[src/rtl/wmreq_pkg.sv]
package wmreq_pkg;
    // Depth of the transmit FIFO whose free count is watched.
    localparam int FIFO_DEPTH = 16;
    localparam int CNT_W      = $clog2(FIFO_DEPTH + 1);
    localparam int MAX_SHIFT  = $clog2(FIFO_DEPTH);
    localparam int WM_W       = 3;
    localparam int DATA_W     = 16;
    localparam int STAT_W     = 3;

    typedef struct packed {
        logic tx_req;   // bit 2
        logic rsvd;     // bit 1, always zero
        logic ctl_rdy;  // bit 0
    } stat_t;

    typedef struct packed {
        logic              valid;
        logic [DATA_W-1:0] data;
    } ctl_word_t;

    // Threshold in free entries: 2^code, saturating at the FIFO depth.
    function automatic logic [CNT_W-1:0] wm_thresh(input logic [WM_W-1:0] code);
        int unsigned sh;
        sh = (int'(code) > MAX_SHIFT) ? MAX_SHIFT : int'(code);
        return {{(CNT_W-1){1'b0}}, 1'b1} << sh;
    endfunction
endpackage

[src/rtl/wmreq_tx_req.sv]
module wmreq_tx_req
    import wmreq_pkg::*;
(
    input  logic             clk,
    input  logic             rst,
    input  logic             tx_en,
    input  logic [CNT_W-1:0] tx_free,
    input  logic [WM_W-1:0]  wm_code,
    input  logic             dma_ack,
    output logic             tx_req
);
    logic [CNT_W-1:0] thr;
    logic             room_ok;
    logic             req_q;

    always_comb begin
        thr     = wm_thresh(wm_code);
        room_ok = (tx_free >= thr);
    end

    // A DMA access takes priority for one cycle; the flag re-arms afterwards.
    always_ff @(posedge clk) begin
        if (rst)
            req_q <= 1'b0;
        else
            req_q <= tx_en & room_ok & ~dma_ack;
    end

    assign tx_req = req_q;
endmodule

[src/rtl/wmreq_ctl_reg.sv]
module wmreq_ctl_reg
    import wmreq_pkg::*;
(
    input  logic              clk,
    input  logic              rst,
    input  logic              rx_en,
    input  logic              wr,
    input  logic [DATA_W-1:0] wdata,
    input  logic              rd,
    output logic [DATA_W-1:0] rdata,
    output logic              rdy
);
    ctl_word_t cur_q, nxt;

    always_comb begin
        nxt = cur_q;
        if (rx_en) begin
            if (wr) begin
                nxt.data  = wdata;
                nxt.valid = 1'b1;
            end else if (rd) begin
                nxt.valid = 1'b0;
            end
        end
    end

    always_ff @(posedge clk) begin
        if (rst)
            cur_q <= '0;
        else
            cur_q <= nxt;
    end

    assign rdata = cur_q.data;
    assign rdy   = cur_q.valid & rx_en;
endmodule

[src/rtl/wmreq_irq.sv]
module wmreq_irq
    import wmreq_pkg::*;
#(
    parameter int N_SRC = 2
) (
    input  logic             clk,
    input  logic             rst,
    input  logic [N_SRC-1:0] flags,
    input  logic [N_SRC-1:0] enables,
    output logic             irq
);
    logic [N_SRC-1:0] masked;
    logic             irq_q;

    for (genvar i = 0; i < N_SRC; i++) begin : g_mask
        assign masked[i] = flags[i] & enables[i];
    end

    always_ff @(posedge clk) begin
        if (rst)
            irq_q <= 1'b0;
        else
            irq_q <= |masked;
    end

    assign irq = irq_q;
endmodule

[src/rtl/wmreq_unit.sv]
module wmreq_unit
    import wmreq_pkg::*;
(
    input  logic              clk,
    input  logic              rst,
    input  logic              tx_en,
    input  logic              rx_en,
    input  logic [CNT_W-1:0]  tx_free,
    input  logic [WM_W-1:0]   wm_code,
    input  logic              dma_ack,
    input  logic              ie_tx,
    input  logic              ie_rx,
    input  logic              ctl_wr,
    input  logic [DATA_W-1:0] ctl_wdata,
    input  logic              ctl_rd,
    output logic [STAT_W-1:0] stat,
    output logic              dma_req,
    output logic [DATA_W-1:0] ctl_rdata,
    output logic              irq
);
    stat_t st;
    logic  tx_req;
    logic  rdy;

    wmreq_tx_req u_tx (
        .clk(clk), .rst(rst), .tx_en(tx_en), .tx_free(tx_free),
        .wm_code(wm_code), .dma_ack(dma_ack), .tx_req(tx_req)
    );

    wmreq_ctl_reg u_ctl (
        .clk(clk), .rst(rst), .rx_en(rx_en), .wr(ctl_wr), .wdata(ctl_wdata),
        .rd(ctl_rd), .rdata(ctl_rdata), .rdy(rdy)
    );

    always_comb begin
        st         = '0;
        st.tx_req  = tx_req;
        st.rsvd    = 1'b0;
        st.ctl_rdy = rdy;
    end

    wmreq_irq #(.N_SRC(2)) u_irq (
        .clk(clk), .rst(rst),
        .flags({st.tx_req, st.ctl_rdy}),
        .enables({ie_tx, ie_rx}),
        .irq(irq)
    );

    assign stat    = st;
    assign dma_req = tx_req;
endmodule

[config.mk]
export PLATFORM = sky130hd
export DESIGN_NAME = wmreq_unit
export DESIGN_NICKNAME = d
export VERILOG_FILES = /design/src/rtl/wmreq_pkg.sv /design/src/rtl/wmreq_tx_req.sv /design/src/rtl/wmreq_ctl_reg.sv /design/src/rtl/wmreq_irq.sv /design/src/rtl/wmreq_unit.sv
export SDC_FILE = /design/constraint.sdc
export NUM_CORES = 1
export LEC_CHECK = 0
export ABC_CLOCK_PERIOD_IN_PS = 3200
export BUFFER_PORTS_ARGS = -buffer_cell sky130_fd_sc_hd__buf_2
export CORE_MARGIN = 1
export CORE_UTILIZATION = 36
export CTS_CLUSTER_SIZE = 25
export DETAILED_ROUTE_END_ITERATION = 8
export SYNTH_ARGS = -nofsm -noshare
export SYNTH_HDL_FRONTEND = slang
export SYNTH_HIERARCHICAL = 1
export SYNTH_SLANG_ARGS = --single-unit
[constraint.sdc]
create_clock -name clk -period 3.2 [get_ports clk]
set_clock_uncertainty 0.15 [all_clocks]
set_input_delay 0.64 -clock clk [delete_from_list [all_inputs] [get_ports clk]]
set_output_delay 0.64 -clock clk [all_outputs]
set_load 0.1 [all_outputs]
==> impl_metrics.yaml <==
finish:
  fin_cells: 196
  drive_gt1_share_pct: 46.71
  area_growth_pct: 10.56
  fin_nets: 191
  final_common_cell: "buf_2"
  mostFrequentLayoutCells: "buf_2, dfxtp_1, nand3_1, a21bo_1, a21oi_2"
  antennaDiodeCount: 0
  n_fill_cell: 322
timing:
  tightest_slew_ns: 0.5307
  rsz0062_at_grt: "no"
  hold_viol_final: 0
  tns_ns: 0
  setup_violations: 0
  max_freq_mhz: 473.1
  fin_crit_ns: 2.114
  timing.final.crit_share_pct: 66.05
  maxSlewHeadroom_pct: 64.62
  drv_slew: 0
worst_setup_path:
  startpoint: "rx_en"
  worst_setup_path_end_kind: "output pin"
  critPathKind: "in -> out"
  path_common_cell: "buf_2"
  path_max_fanout: 2
  slowest_delay_ns: 0.43
  crit_path_start_kind: "primary input"
  path_cells: "buf_2 -> and2_1 -> buf_2"
  r2r-start: "u_ctl/cur_q[16]$_SDFFE_PP0P_"
  cp.required_ns: 2.41
  arrival_ns: 1.32
  r2r_slack_ns: 2.23
  slowest_stage: "buf_2"
yosys:
  syn_area_per_cell_sq_um: 9.364
  synth-seq-cells: 19
  synthCells: 124
  syn_nets: 162
  ys_seq_area_share_pct: 32.76
  synth.distinct_cells: 26
  ys_warn_count: 6
  netlist_area_sq_um: 1161
die:
  die_area_sq_um: 3456
  num_rows: 20
  ios: 54
  start_util_pct: 38.03
  coreArea_sq_um: 3053
  die_h_um: 58.79
  die_x_um: 58.79
worst_hold_path:
  hp-class: "reg -> reg"
  min_from: "u_tx/tx_req$_SDFF_PP0_"
clock_tree:
  htreeDepth: 1
  cts_buffer_depth: 2
  cts_buffers: 3
  cts_tree: "built"
  cts_sinks: 19
  clock-root-buffer: "clkbuf_4"
  ctsHoldBuffers: 0
  cts.reportedPaths.clkPinSlew_ns: 0.10
  post-cts-setup-buffers: 0
  clk_latency_ns: 0.29
  ctsResizeCount: 0
placement:
  dp_hpwl_mm: 1.600
  place.gp.congestion: 0.6141
  portBuffers: 52
  place_inst: 192
route:
  viasPerCell: 4.622
  vias: 906
  drc_errors: 0
  first_pass_iters: 6
  wl_mm: 2.200
  wl_per_cell_um: 11.22
  dr.first_iter.drc_count: 23
  drtAntennaViolNets: 0
power_and_ir_drop:
  p_leak_uw: 0.0005975
  peakVddDrop_mv: 0.1493
  powerDensity_nw_per_um2: 424.0
global_route:
  grt_pass1_vias: 850
  grt.total_usage_pct: 13.94
  grt_max_degree: 35
  antenna_found_initial: 0
  grt_first_pass_wirelength_mm: 3.601
  grt_remaining_overflow: 0
outcome:
  status: "finished clean"
run:
  cap_violations: 0
[report_power, final]
group / total, uW / leakage [uW] / switching, uW / internal, uW
sequential: 252 / 0.000155 / 4.55 / 247
combinational: 173 / 0.000427 / 129 / 44.0
clock: 119 / 0.0000150 / 70.6 / 48.4
[cell usage after synthesis (all sizes together)]
| cell type | count | area, sq um |
|---|---|---|
| a21oi | 16 | 121.4 |
| a22oi | 1 | 7.510 |
| nand2 | 3 | 11.26 |
| buf | 29 | 226.5 |
| a21bo | 16 | 160.2 |
| nand3b | 1 | 7.510 |
| o2bb2ai | 1 | 8.760 |
| nor3b | 1 | 12.51 |
| dfxtp | 19 | 380.4 |
| nor2b | 1 | 6.260 |
| a21o | 1 | 7.510 |
| inv | 2 | 7.510 |
| nand2b | 1 | 6.260 |
| nand3 | 18 | 90.09 |
| and2 | 2 | 12.51 |
| nor2 | 2 | 7.510 |
| a31oi | 1 | 6.260 |
| conb | 1 | 3.750 |
| nor3 | 1 | 5.000 |
| ha | 5 | 62.56 |
| o21ai | 2 | 10.00 |
[metal layers]
layer  up-vias  wire (um)  track usage [%]
met5         -          0                0
met4         0         13            5.102
met3         2        130            3.736
met2        30       1078            25.16
met1       411        977            15.56
li1        463          -                -
[metrics by stage]
stage               cell area, sq um  setup slack (ns)  hold slack (ns)  utilization, %  total power [uW]
global route                    1284             1.053           0.3995           42.05             580.9
floorplan                       1161             1.036           0.3888               -             414.2
detailed placement              1257             1.081           0.3674           41.19             431.8
CTS                             1284             1.075           0.4062           42.05             555.2
global placement                1257             1.091           0.3620           41.19             427.5
finish                          1284             1.086           0.3970           42.05             544.3
[cells by family (layout without fill, tap and decap cells)]
kind of cell             after synthesis  in the layout  synth area share, %
adder cells (fa/ha/maj)                5              5                5.388
AO/OA/AOI/OAI                         38             38                27.69
AND/OR/NAND/NOR                       30             30                13.69
buffers and inverters                 31             59                20.15
flip-flops                            19             19                32.76
other                                  1              1               0.3230
[registers in the layout, summed over array words and instances (netlist names)]
name	cells
u_ctl/rdata	16
u_ctl/cur_q	1
u_irq/irq	1
u_tx/tx_req	1
[critical path, delay by kind of cell]
| kind | cells | cell delay (ns) |
|---|---|---|
| buffers and inverters | 2 | 0.53 |
| and+or+nand+nor | 1 | 0.15 |
[worst paths after layout]
| path | depth (start not counted) | endpoint |
|---|---|---|
| worst min-delay path | 2 | u_irq/irq$_SDFF_PP0_ |
| worst max-delay path | 3 | stat[0] |
| worst min register to register | 2 | u_irq/irq$_SDFF_PP0_ |
| worst max register to register | 3 | u_irq/irq$_SDFF_PP0_ |
[layout make-up]
class                      instances  area [sq um]  share of cell area, %
clock buffer                       4         26.28                  2.047
inverter                           2         7.507                 0.5848
tap                               44         55.05                  4.289
timing repair buffer              53         267.8                  20.86
multi-input combinational         74         546.8                  42.59
sequential                        19         380.4                  29.63
Power figures use the tool's default switching activity.
